`config.mk`:
```
export PLATFORM = sky130hd
export DESIGN_NAME = rx_flow_ctrl
export DESIGN_NICKNAME = d
export VERILOG_FILES = /design/src/rtl/rx_fc_pkg.sv /design/src/rtl/rx_fc_pause.sv /design/src/rtl/rx_fc_jam.sv /design/src/rtl/rx_flow_ctrl.sv
export SDC_FILE = /design/constraint.sdc
export NUM_CORES = 1
export LEC_CHECK = 0
export BUFFER_PORTS_ARGS = -buffer_cell sky130_fd_sc_hd__buf_2
export CORE_MARGIN = 2
export CORE_UTILIZATION = 45
export DETAILED_ROUTE_END_ITERATION = 10
export GPL_TIMING_DRIVEN = 0
export PLACE_DENSITY = 0.72
export SLEW_MARGIN = 20
export SYNTH_ARGS = -nofsm -noshare
export SYNTH_HDL_FRONTEND = slang
export SYNTH_SLANG_ARGS = --single-unit
```
`constraint.sdc`:
```
create_clock -name clk_i -period 2.65 [get_ports clk_i]
set_input_delay 0.1325 -clock clk_i [delete_from_list [all_inputs] [get_ports clk_i]]
set_output_delay 0.1325 -clock clk_i [all_outputs]
set_load 0.05 [all_outputs]
```
`src/rtl/rx_fc_pkg.sv`:
```
package rx_fc_pkg;
  typedef enum logic [0:0] {
    PS_IDLE = 1'b0,
    PS_HOLD = 1'b1
  } pause_state_e;

  localparam int unsigned JAM_BYTES = 4;
endpackage

```
`src/rtl/rx_fc_pause.sv`:
```
module rx_fc_pause
  import rx_fc_pkg::*;
#(
  parameter int unsigned PTIME_W     = 16,
  parameter int unsigned QUANTUM_CYC = 4
) (
  input  logic               clk_i,
  input  logic               rst_ni,
  input  logic               active_i,
  input  logic               high_i,
  input  logic [PTIME_W-1:0] ptime_i,
  output logic               req_o,
  output logic [PTIME_W-1:0] time_o
);
  localparam int unsigned Q_W   = (QUANTUM_CYC > 1) ? $clog2(QUANTUM_CYC) + 1 : 1;
  localparam int unsigned TMR_W = PTIME_W + Q_W;

  pause_state_e state_q, state_d;
  logic [TMR_W-1:0] tmr_q, tmr_d;
  logic [TMR_W-1:0] half_ivl, reload;
  logic             req_d;
  logic [PTIME_W-1:0] time_d;

  always_comb begin
    half_ivl = (TMR_W'(ptime_i) * TMR_W'(QUANTUM_CYC)) >> 1;
    reload   = (half_ivl == '0) ? '0 : half_ivl - 1'b1;
  end

  always_comb begin
    state_d = state_q;
    tmr_d   = tmr_q;
    req_d   = 1'b0;
    time_d  = time_o;
    unique case (state_q)
      PS_IDLE: begin
        if (active_i && high_i) begin
          req_d   = 1'b1;
          time_d  = ptime_i;
          tmr_d   = reload;
          state_d = PS_HOLD;
        end
      end
      PS_HOLD: begin
        if (!(active_i && high_i)) begin
          // resume early
          req_d   = 1'b1;
          time_d  = '0;
          state_d = PS_IDLE;
        end else if (tmr_q == '0) begin
          req_d  = 1'b1;
          time_d = ptime_i;
          tmr_d  = reload;
        end else begin
          tmr_d = tmr_q - 1'b1;
        end
      end
      default: state_d = PS_IDLE;
    endcase
  end

  always_ff @(posedge clk_i or negedge rst_ni) begin
    if (!rst_ni) begin
      state_q <= PS_IDLE;
      tmr_q   <= '0;
      req_o   <= 1'b0;
      time_o  <= '0;
    end else begin
      state_q <= state_d;
      tmr_q   <= tmr_d;
      req_o   <= req_d;
      time_o  <= time_d;
    end
  end
endmodule

```
`src/rtl/rx_fc_jam.sv`:
```
module rx_fc_jam
  import rx_fc_pkg::*;
(
  input  logic clk_i,
  input  logic rst_ni,
  input  logic allow_i,
  input  logic high_i,
  input  logic arm_i,
  input  logic disarm_i,
  input  logic sof_i,
  input  logic eof_i,
  input  logic byte_tick_i,
  output logic active_o,
  output logic strb_o
);
  localparam int unsigned CNT_W = $clog2(JAM_BYTES + 1);

  logic             in_frame_q;
  logic             armed_q;
  logic [CNT_W-1:0] cnt_q;
  logic             start;

  assign start  = allow_i && sof_i && !in_frame_q && (high_i || armed_q);
  assign strb_o = active_o && byte_tick_i;

  always_ff @(posedge clk_i or negedge rst_ni) begin
    if (!rst_ni) begin
      in_frame_q <= 1'b0;
    end else if (sof_i && !in_frame_q) begin
      in_frame_q <= 1'b1;
    end else if (eof_i) begin
      in_frame_q <= 1'b0;
    end
  end

  always_ff @(posedge clk_i or negedge rst_ni) begin
    if (!rst_ni) begin
      armed_q <= 1'b0;
    end else if (disarm_i || start) begin
      armed_q <= 1'b0;
    end else if (arm_i) begin
      armed_q <= 1'b1;
    end
  end

  always_ff @(posedge clk_i or negedge rst_ni) begin
    if (!rst_ni) begin
      active_o <= 1'b0;
      cnt_q    <= '0;
    end else if (start && !active_o) begin
      active_o <= 1'b1;
      cnt_q    <= CNT_W'(JAM_BYTES);
    end else if (active_o && byte_tick_i) begin
      cnt_q <= cnt_q - 1'b1;
      if (cnt_q == CNT_W'(1)) active_o <= 1'b0;
    end
  end
endmodule

```
`src/rtl/rx_flow_ctrl.sv`:
```
module rx_flow_ctrl
  import rx_fc_pkg::*;
#(
  parameter int unsigned LEVEL_W     = 12,
  parameter int unsigned PTIME_W     = 16,
  parameter int unsigned QUANTUM_CYC = 4,
  parameter logic [PTIME_W-1:0] PTIME_RST = PTIME_W'(8)
) (
  input  logic               clk_i,
  input  logic               rst_ni,
  input  logic [LEVEL_W-1:0] fill_level_i,
  input  logic [LEVEL_W-1:0] high_mark_i,
  input  logic               full_duplex_i,
  input  logic               cfg_we_i,
  input  logic               cfg_auto_fc_i,
  input  logic               cfg_jam_en_i,
  input  logic [PTIME_W-1:0] cfg_pause_time_i,
  input  logic               sof_i,
  input  logic               eof_i,
  input  logic               byte_tick_i,
  output logic               pause_req_o,
  output logic [PTIME_W-1:0] pause_time_o,
  output logic               jam_active_o,
  output logic               jam_strb_o
);
  logic               auto_fc_q;
  logic               jam_en_q;
  logic [PTIME_W-1:0] pause_time_q;
  logic               q_high;
  logic               jam_allow;
  logic               jam_arm, jam_disarm;

  always_ff @(posedge clk_i or negedge rst_ni) begin
    if (!rst_ni) begin
      auto_fc_q    <= 1'b1;
      jam_en_q     <= 1'b0;
      pause_time_q <= PTIME_RST;
    end else if (cfg_we_i) begin
      auto_fc_q    <= cfg_auto_fc_i;
      jam_en_q     <= cfg_jam_en_i;
      pause_time_q <= cfg_pause_time_i;
    end
  end

  assign q_high     = fill_level_i >= high_mark_i;
  assign jam_allow  = !full_duplex_i && !auto_fc_q && jam_en_q;
  assign jam_arm    = cfg_we_i && cfg_jam_en_i && !jam_en_q;
  assign jam_disarm = cfg_we_i && !cfg_jam_en_i;

  rx_fc_pause #(
    .PTIME_W    (PTIME_W),
    .QUANTUM_CYC(QUANTUM_CYC)
  ) u_pause (
    .clk_i   (clk_i),
    .rst_ni  (rst_ni),
    .active_i(full_duplex_i && auto_fc_q),
    .high_i  (q_high),
    .ptime_i (pause_time_q),
    .req_o   (pause_req_o),
    .time_o  (pause_time_o)
  );

  rx_fc_jam u_jam (
    .clk_i      (clk_i),
    .rst_ni     (rst_ni),
    .allow_i    (jam_allow),
    .high_i     (q_high),
    .arm_i      (jam_arm),
    .disarm_i   (jam_disarm),
    .sof_i      (sof_i),
    .eof_i      (eof_i),
    .byte_tick_i(byte_tick_i),
    .active_o   (jam_active_o),
    .strb_o     (jam_strb_o)
  );
endmodule

```
==> flow_metrics.tcl, run 1 <==
set metrics [dict create \
    status "complete, no violations" \
    final.setup.tns_ns 0 \
    num_rows 31 \
    cts_tree "yes" \
    p_leak_uw 0.00201 \
    dp.cells 513 \
    synth_top_area_share_pct 43.6 \
    antenna_found_initial 0 \
    min_period_over_period_pct 97.6 \
    r2r_cells 8 \
    dpl_cell_area_sq_um 3850 \
    synthFlopType "dfrtp_1" \
    cp-start-kind "flip-flop" \
    slew_viol_final 0 \
    syn_nets 414 \
    ys_types 44 \
    grt_remaining_overflow 0 \
    slew_headroom_pct 49.5 \
    fp.dieArea_sq_um 8240 \
    start_util_pct 46.7 \
    drtIter0Drc 224 \
    drive_gt1_share_pct 29.9 \
    fin_nets 504 \
    die_w_microns 90.8 \
    fmax_mhz 387 \
    whs_ns 0.00709 \
    htreeDepth 3 \
    clkTransAtPathRegs_ns 0.07 \
    yosysMostFrequentCell "dfrtp_1" \
    worst-setup-path-type "flip-flop to flip-flop" \
    hold-path-cell-count 3 \
    grt_pass1_wl_microns 13800 \
    grt_pass1_vias 2999 \
    place_congestion 0.918 \
    core_sq_um 7250 \
    yosysWarnings 0 \
    fin_skew_ns 0.00996 \
    p_seq_share_pct 40.0 \
    ys_seq_area_share_pct 45.1 \
    slowest_delay_ns 0.56 \
    postSynthAreaPerCell_sq_um 9.76 \
    p_total_uw 3460 \
    fillers 627 \
    synthArstFlopShare_pct 100 \
    setup_violations 0 \
    drv_cap 0 \
    syn-instance-count 347 \
    powerDensity_nw_per_um2 809 \
    cp.required_ns 2.93 \
    synth_edf_count 0 \
    wl_per_cell_microns 15.2 \
    grt_start_max_net_pins 62 \
    switching_share_pct 35.3 \
    peakVddDrop_v 0.000550 \
    dr.pass1.iters 4 \
    cts_buffers 9 \
    hold_path_class "primary input to flip-flop" \
    die_h_microns 90.8 \
    vias 3014 \
    worstMarginPinSlew_ns 0.758 \
    dpl.hpwl_microns 5860 \
    ios 68 \
    synthTopCellsByCount "59 x dfrtp_1, 27 x a22o_1, 25 x nand2_1, 25 x o21ai_0" \
    pwr-share-comb_pct 30.0 \
    clkSinkCount 61 \
    antenna_cells 0 \
    intPower_uw 2240 \
    hold_viol_final 0 \
    end_kind "flip-flop" \
    path_max_fanout 10 \
    rrSetupSlack_ns 0.06 \
    crit_chain "or4_4, or3_1, buf_4, o31a_1, or2_4, buf_6, o32ai_1, a22o_1" \
    clk_path_buf_depth 2 \
    p_switching_uw 1220 \
    netlist_area_sq_um 3390 \
    netlist.top_cell.by_area "dfrtp_1" \
    antenna_left 0 \
    fin_crit_ns 2.59 \
    stdcell_count 541 \
    clk_latency_ns 0.34 \
    track_usage_pct 20.5 \
    worstPathArrival_ns 2.87 \
    p_clk_share_pct 30.0 \
    drcViolationCount 0 \
    yosys-top-cells-area "dfrtp_1 44%, a22o_1 7.0%, ha_1 6.6%" \
    vias_per_cell 5.57 \
    synth_seq_cells 61 \
    cts_root_buffer "clkbuf_8" \
    drt-total-wl_microns 8230 \
    crit_path_top_delay_cell "or4_4" \
    portBuffers 67 \
    area_delta_synth_final_pct 26.2 \
    post-route-cell-area_sq_um 4280 \
]
-- area by class of cell --
cell class / count / area (sq um) / area share (%)
buffer: 15 / 80.1 / 1.87
clock buffer: 12 / 155 / 3.63
clock inverter: 4 / 95.1 / 2.22
inverter: 23 / 86.3 / 2.02
multi-input combinational: 247 / 1760 / 41.3
sequential: 61 / 1530 / 35.8
tap: 99 / 124 / 2.90
timing repair buffer: 80 / 443 / 10.4
-- logic make-up after synthesis --
group           after synthesis  share of synthesized area (%)
compound gates              100                           20.2
simple gates                 99                           14.4
buf+inv                      39                           4.69
flops                        61                           45.1
mux                          16                           5.28
xor+xnor                     14                           3.62
fa+ha+maj                    18                           6.65
-- cells in the final DEF, fill, tap and decap left out, types with 10 or more instances in the layout --
cell type	n
nor2_1	23
dfrtp_1	59
ha_1	18
nor3_1	14
a22o_1	27
xnor2_1	10
buf_2	67
mux2_2	15
clkbuf_8	11
inv_1	23
buf_4	13
nand2_1	25
o21ai_0	25
a21oi_1	21
-- power by group through the flow --
stage          Combinational, uW  Sequential [uW]  Clock [uW]
2_1_floorplan                482             1590           0
3_3_place_gp                 952             1380           0
3_5_place_dp                 968             1390           0
4_1_cts                     1010             1370        1050
5_1_grt                     1130             1420        1080
6_report                    1040             1380        1040
-- what timing repair did --
item,4_1_cts,5_1_grt
pin swaps,1,4
resized for setup,7,16
hold buffers,3,0
setup endpoints to repair,32,29
buffers inserted,4,6
hold endpoints to repair,61,0
-- routing by layer --
layer	up-vias	global-route usage, %	part of all wire [%]
met5	-	0	0
met4	0	7.70	1.3
met3	14	5.68	6.6
met2	117	33.8	48
met1	1435	25.9	44
li1	1448	-	-
-- critical path, delay by kind of cell (launching register included) --
| family | cells | cell delay, ns |
|---|---|---|
| buffers and inverters | 2 | 0.33 |
| DFF | 1 | 0.38 |
| and+or+nand+nor | 3 | 1.16 |
| AOI/OAI and AO/OA | 3 | 0.65 |
-- path summary, 6_finish.rpt --
path	end	start
setup / recovery	u_pause.tmr_q[11]$_DFFE_PN0P_	u_pause.tmr_q[11]$_DFFE_PN0P_
hold / removal	pause_time_q[1]$_DFFE_PN0P_	cfg_pause_time_i[1]
setup reg to reg	u_pause.tmr_q[11]$_DFFE_PN0P_	u_pause.tmr_q[11]$_DFFE_PN0P_
hold reg to reg	u_jam.in_frame_q$_DFFE_PN0P_	u_jam.in_frame_q$_DFFE_PN0P_
max in group asynchronous	u_pause.tmr_q[10]$_DFFE_PN0P_	rst_ni
min in group asynchronous	u_pause.time_o[2]$_DFFE_PN0P_	rst_ni
-- sequential cells by signal (all words and copies together), names as in the netlist --
register,flops
pause_time_q,16
u_pause.req_o,1
u_pause.state_q,1
u_jam.active_o,1
u_jam.in_frame_q,1
jam_en_q,1
u_pause.tmr_q,19
auto_fc_q,1
u_pause.time_o,16
u_jam.armed_q,1
u_jam.cnt_q,3
-- per-stage QoR --
step	util (%)	setup WS, ns
after detailed placement	53.1	-0.267
after CTS	57.7	0.0111
after global placement	53.0	-0.227
final	59.0	0.0632
after floorplan	-	0.0930
after global routing	59.0	-0.0175
Note: power is estimated with default switching activity, not from simulation.
==> run 2: changes to the inputs <==
--- a/config.mk
+++ b/config.mk
@@ -14,4 +14,5 @@
 export SLEW_MARGIN = 20
 export SYNTH_ARGS = -nofsm -noshare
 export SYNTH_HDL_FRONTEND = slang
+export SYNTH_HIERARCHICAL = 1
 export SYNTH_SLANG_ARGS = --single-unit
==> flow_metrics.tcl, run 2 <==
set metrics [dict create \
    status "complete, no violations" \
    post-route-util_pct 54.7 \
    largest_reg_flops 19 \
    netlist_area_sq_um 3490 \
    yosysMostFrequentCell "dfrtp_1" \
    cts_root_buffer "clkbuf_8" \
    dr.pass1.iters 5 \
    area_delta_synth_final_pct 19.1 \
    fmax_mhz 425 \
    crit_path_top_delay_cell "a21oi_2" \
    p_leak_uw 0.00191 \
    portBuffers 66 \
    die_h_microns 92.1 \
    min_period_over_period_pct 88.8 \
    antenna_found_initial 0 \
    start_util_pct 45.9 \
    synth_edf_count 0 \
    synthFlopType "dfrtp_1" \
    peakVddDrop_v 0.000548 \
    worstPathArrival_ns 2.62 \
    critical_path_buf_inv_count 3 \
    postSynthAreaPerCell_sq_um 10.2 \
    grt_remaining_overflow 0 \
    yosysWarnings 6 \
    vias 2936 \
    cts_tree "yes" \
    clk_latency_ns 0.34 \
    postCtsSetupRepairBufs 0 \
    hold_viol_final 0 \
    rsz0062_at_grt "false" \
    ios 68 \
    netlist.top_cell.by_area "dfrtp_1" \
    cts_buffers 9 \
    grt_pass1_vias 2939 \
    drv_cap 0 \
    clkSinkCount 61 \
    clk_path_buf_depth 2 \
    synth_seq_cells 61 \
    final.setup.tns_ns 0 \
    post_cts_resized 0 \
    setup_violations 0 \
    crit_chain "buf_2, ha_1, a211oi_2, o21ai_1, a211oi_1, o21ai_1, nand2_1, inv_1, nand3_1, o22ai_4, a21oi_2, buf_2, a22o_1" \
    ys_seq_area_share_pct 43.8 \
    fin_nets 488 \
    slowest_delay_ns 0.35 \
    antenna_left 0 \
    synthArstFlopShare_pct 100 \
    worst-setup-path-type "primary input to flip-flop" \
    drive_gt1_share_pct 29.3 \
    fp.dieArea_sq_um 8490 \
    cp-start-kind "primary input" \
    dpl.hpwl_microns 6090 \
    slew_headroom_pct 48.7 \
    grt_pass1_wl_microns 14200 \
    synthTopCellsByCount "59 x dfrtp_1, 27 x inv_1, 25 x nand2_1" \
    vias_per_cell 5.55 \
    final_cell_mix "71 x buf_2, 59 x dfrtp_1, 27 x inv_1, 25 x nand2_1, 21 x nor2_1" \
    yosys-top-cells-area "dfrtp_1 42%, mux2_2 6.1%, ha_1 6.1%" \
    worstMarginPinSlew_ns 0.770 \
    ys_types 57 \
    syn_nets 409 \
    synth_top_area_share_pct 42.2 \
    die_w_microns 92.1 \
    largest-register "u_pause/tmr_q" \
    powerDensity_nw_per_um2 800 \
    slew_viol_final 0 \
    htreeDepth 3 \
    path_max_fanout 10 \
    end_kind "flip-flop" \
    drt-total-wl_microns 8240 \
    num_rows 32 \
    fillers 695 \
    drcViolationCount 0 \
    antenna_cells 0 \
    fin_crit_ns 2.35 \
    hold_path_class "primary input to flip-flop" \
    core_sq_um 7610 \
    reg_top3 "u_pause/tmr_q x19, pause_time_q x16, u_pause/time_o x16" \
    fin_skew_ns 0.00775 \
    grt_start_max_net_pins 62 \
    clkTransAtPathRegs_ns 0.07 \
    syn-instance-count 343 \
    wl_per_cell_microns 15.6 \
    track_usage_pct 21.3 \
    place_congestion 0.906 \
    crit_family "compound AO/OA/AOI/OAI gates" \
    final_common_cell "buf_2" \
    drtIter0Drc 294 \
    cp.required_ns 2.91 \
]
==> run 2: cell families (layout without fill, tap and decap cells) <==
family / Yosys count / in the layout / synth area share (%)
AND/OR/NAND/NOR: 117 / 117 / 19.2
AO/OA/AOI/OAI: 71 / 71 / 15.4
flip-flops: 61 / 61 / 43.8
buffers and inverters: 39 / 123 / 4.62
multiplexers: 21 / 21 / 6.70
adder cells (fa/ha/maj): 17 / 17 / 6.09
XOR/XNOR: 17 / 17 / 4.26
==> run 2: worst register-to-register path: stages, from the launching register on <==
cell	delay [ns]
dfrtp_1	0.43
inv_1	0.10
ha_1	0.19
nor3b_2	0.48
nand4_1	0.23
clkbuf_1	0.29
nand2_1	0.27
o311ai_0	0.17
==> run 2: layout make-up <==
class                           instances  area (sq um)  area share, %
Sequential cell                        61          1530           36.7
Inverter                               27           101           2.43
Tap cell                              102           128           3.07
Clock inverter                          3          18.8          0.451
Buffer                                 12          60.1           1.44
Clock buffer                           13           169           4.06
Timing Repair Buffer                   68           353           8.48
Multi-Input combinational cell        243          1800           43.3
==> run 2: layer usage <==
metal | vias up | routed length, microns | GRT usage [%]
met1 | 1407 | 3620 | 28.7
met5 | - | 0 | 0
li1 | 1417 | - | -
met3 | 13 | 442 | 4.11
met2 | 99 | 4040 | 33.8
met4 | 0 | 142 | 8.71
==> run 2: what timing repair did <==
item / CTS / global route
setup endpoints to repair: 0 / 0
endpoints found under the hold margin: 60 / 0
hold buffers: 2 / 0
==> run 2: report_power, final <==
part | total, uW | switching, uW | internal [uW]
logic | 1110 | 691 | 424
clock network | 773 | 358 | 415
registers | 1440 | 278 | 1160
==> run 2: per-stage QoR <==
stage / hold WS [ns] / instances / total power [uW] / setup slack, ns / area [sq um]
2_1_floorplan: -0.163 / 343 / 2240 / 0.562 / 3490
3_3_place_gp: 0.318 / 511 / 2520 / -0.0336 / 3950
3_5_place_dp: 0.263 / 511 / 2560 / -0.0403 / 3960
4_1_cts: 0.0185 / 529 / 3340 / 0.305 / 4160
5_1_grt: 0.0178 / 529 / 3540 / 0.0895 / 4160
6_report: 0.0258 / 529 / 3330 / 0.298 / 4160
==> run 2: path summary, 6_finish.rpt <==
| check | startpoint | to | slack [ns] | depth (start not counted) |
|---|---|---|---|---|
| worst max-delay path | fill_level_i[2] | u_pause/time_o[1]$_DFFE_PN0P_ | 0.30 | 13 |
| worst min register to register | u_pause/time_o[13]$_DFFE_PN0P_ | u_pause/time_o[13]$_DFFE_PN0P_ | 0.50 | 1 |
| worst max register to register | pause_time_q[0]$_DFFE_PN0P_ | u_pause/tmr_q[0]$_DFFE_PN0P_ | 0.35 | 7 |
| worst min-delay path | cfg_pause_time_i[2] | pause_time_q[2]$_DFFE_PN0P_ | 0.03 | 2 |
| min in group asynchronous | rst_ni | u_pause/tmr_q[0]$_DFFE_PN0P_ | 0.43 | 2 |
| max in group asynchronous | rst_ni | u_pause/time_o[12]$_DFFE_PN0P_ | 1.72 | 2 |
==> run 3: changes to the inputs <==
--- a/config.mk
+++ b/config.mk
@@ -9,8 +9,9 @@
 export CORE_MARGIN = 2
 export CORE_UTILIZATION = 45
 export DETAILED_ROUTE_END_ITERATION = 10
-export GPL_TIMING_DRIVEN = 0
+export GPL_TIMING_DRIVEN = 1
 export PLACE_DENSITY = 0.72
+export REMOVE_ABC_BUFFERS = 1
 export SLEW_MARGIN = 20
 export SYNTH_ARGS = -nofsm -noshare
 export SYNTH_HDL_FRONTEND = slang
==> flow_metrics.tcl, run 3 (synthesis results as in run 2) <==
set metrics [dict create \
    fmax_mhz 468 \
    fp.dieArea_sq_um 8490 \
    worstMarginPinSlew_ns 0.578 \
    post_cts_resized 0 \
    clkTransAtPathRegs_ns 0.07 \
    p_leak_uw 0.00193 \
    hold_viol_final 0 \
    hold_path_class "primary input to flip-flop" \
    vias_per_cell 5.53 \
    powerDensity_nw_per_um2 818 \
    rrSetupSlack_ns 0.51 \
    dpl.hpwl_microns 6050 \
    fin_skew_ns 0.00576 \
    slew_headroom_pct 61.1 \
    whs_ns 0.0243 \
    min_period_over_period_pct 80.6 \
    dr.pass1.iters 6 \
    grt_pass1_wl_microns 13700 \
    cts_buffers 9 \
    largest_reg_flops 19 \
    post-route-cell-area_sq_um 4220 \
    antenna_cells 0 \
    largest-register "u_pause/tmr_q" \
    drt-total-wl_microns 8280 \
    regArea_sq_um 1530 \
    path_max_fanout 6 \
    status "complete, no violations" \
    grt_pass1_vias 2836 \
    core_sq_um 7610 \
    hold-path-cell-count 2 \
    peakVddDrop_v 0.000543 \
    grt_start_max_net_pins 33 \
    track_usage_pct 20.6 \
    multi_input_area_sq_um 1800 \
    clk_latency_ns 0.34 \
    drive_gt1_share_pct 30.3 \
    fin_crit_ns 2.14 \
    worst-setup-path-type "flip-flop to flip-flop" \
    final_common_cell "buf_2" \
    cts_tree "yes" \
    clkSinkCount 61 \
    drcViolationCount 0 \
    setup_violations 0 \
    ios 68 \
    die_h_microns 92.1 \
    drtIter0Drc 179 \
    fillers 674 \
    portBuffers 67 \
    fin_nets 487 \
    r2r_cells 7 \
    cts_root_buffer "clkbuf_8" \
    reg_top3 "u_pause/tmr_q x19, pause_time_q x16, u_pause/time_o x16" \
    cp-start-kind "flip-flop" \
    die_w_microns 92.1 \
    grt_remaining_overflow 0 \
    rsz0062_at_grt "false" \
    area_delta_synth_final_pct 20.7 \
    worstPathArrival_ns 2.35 \
    antenna_found_initial 0 \
    drv_cap 0 \
    final.setup.tns_ns 0 \
    place_congestion 0.896 \
    end_kind "flip-flop" \
    start_util_pct 45.9 \
    num_rows 32 \
    slew_viol_final 0 \
    cp.required_ns 2.86 \
    dpl_cell_area_sq_um 3990 \
    vias 2922 \
    antenna_left 0 \
    wl_per_cell_microns 15.7 \
    htreeDepth 3 \
    final_cell_mix "67 x buf_2, 59 x dfrtp_1, 27 x inv_1, 25 x nand2_1, 21 x nor2_1" \
    clk_path_buf_depth 2 \
]
-- run 3: changes by cell type in the layout (fill, tap and decap cells not counted) --
cell	change
buf_12	+1
buf_4	+8
clkinv_4	-1
buf_1	-2
clkbuf_1	-3
clkinvlp_4	+1
clkinv_2	-1
bufinv_16	+1
buf_2	-4
buf_6	-1
-- run 3: path summary, 6_finish.rpt --
kind	start	end
worst min-delay path	cfg_pause_time_i[2]	pause_time_q[2]$_DFFE_PN0P_
worst min register to register	u_pause/time_o[2]$_DFFE_PN0P_	u_pause/time_o[2]$_DFFE_PN0P_
worst max register to register	u_pause/tmr_q[0]$_DFFE_PN0P_	u_pause/tmr_q[14]$_DFFE_PN0P_
max in group asynchronous	rst_ni	auto_fc_q$_DFFE_PN1P_
worst max-delay path	u_pause/tmr_q[0]$_DFFE_PN0P_	u_pause/tmr_q[14]$_DFFE_PN0P_
min in group asynchronous	rst_ni	pause_time_q[8]$_DFFE_PN0P_
-- run 3: worst max-delay path, stage by stage (launching register included) --
cell,delay [ns]
dfrtp_1,0.43
inv_1,0.10
ha_1,0.21
nor3b_1,0.38
nand4_1,0.30
o21a_1,0.26
o21ai_0,0.21
o211ai_1,0.12
-- run 3: final cells by class --
class / instances / area share (%)
clock inverter: 3 / 1.01
multi-input combinational: 243 / 42.8
sequential: 61 / 36.3
clock buffer: 13 / 4.01
inverter: 27 / 2.40
tap: 102 / 3.03
timing repair buffer: 79 / 10.5
-- run 3: power by group --
part	leakage, uW	switching (uW)	total [uW]	internal (uW)
sequential	0.000747	286	1450	1160
combinational	0.00108	687	1120	432
clock	0.000106	368	878	510
total	0.00193	1340	3450	2110
-- run 3: repair_timing --
action,CTS,global route
endpoints found under the setup margin,0,0
hold buffers,2,0
setup buffers,0,0
hold endpoints to repair,30,0
-- run 3: stage by stage --
step | worst slack [ns] | util, % | cells | total power [uW]
2_1_floorplan | -0.154 | - | 331 | 2230
3_3_place_gp | 0.384 | 52.4 | 510 | 2530
3_5_place_dp | 0.319 | 52.4 | 510 | 2570
4_1_cts | 0.571 | 55.4 | 528 | 3460
5_1_grt | 0.361 | 55.4 | 528 | 3640
6_report | 0.515 | 55.4 | 528 | 3450
-- run 3: per-layer routing --
metal	vias to the layer above	GRT usage (%)	share of wire [%]
met1	1405	27.3	46
li1	1411	-	-
met2	91	32.6	48
met5	-	0	0
met3	15	4.52	4.4
met4	0	8.71	1.7
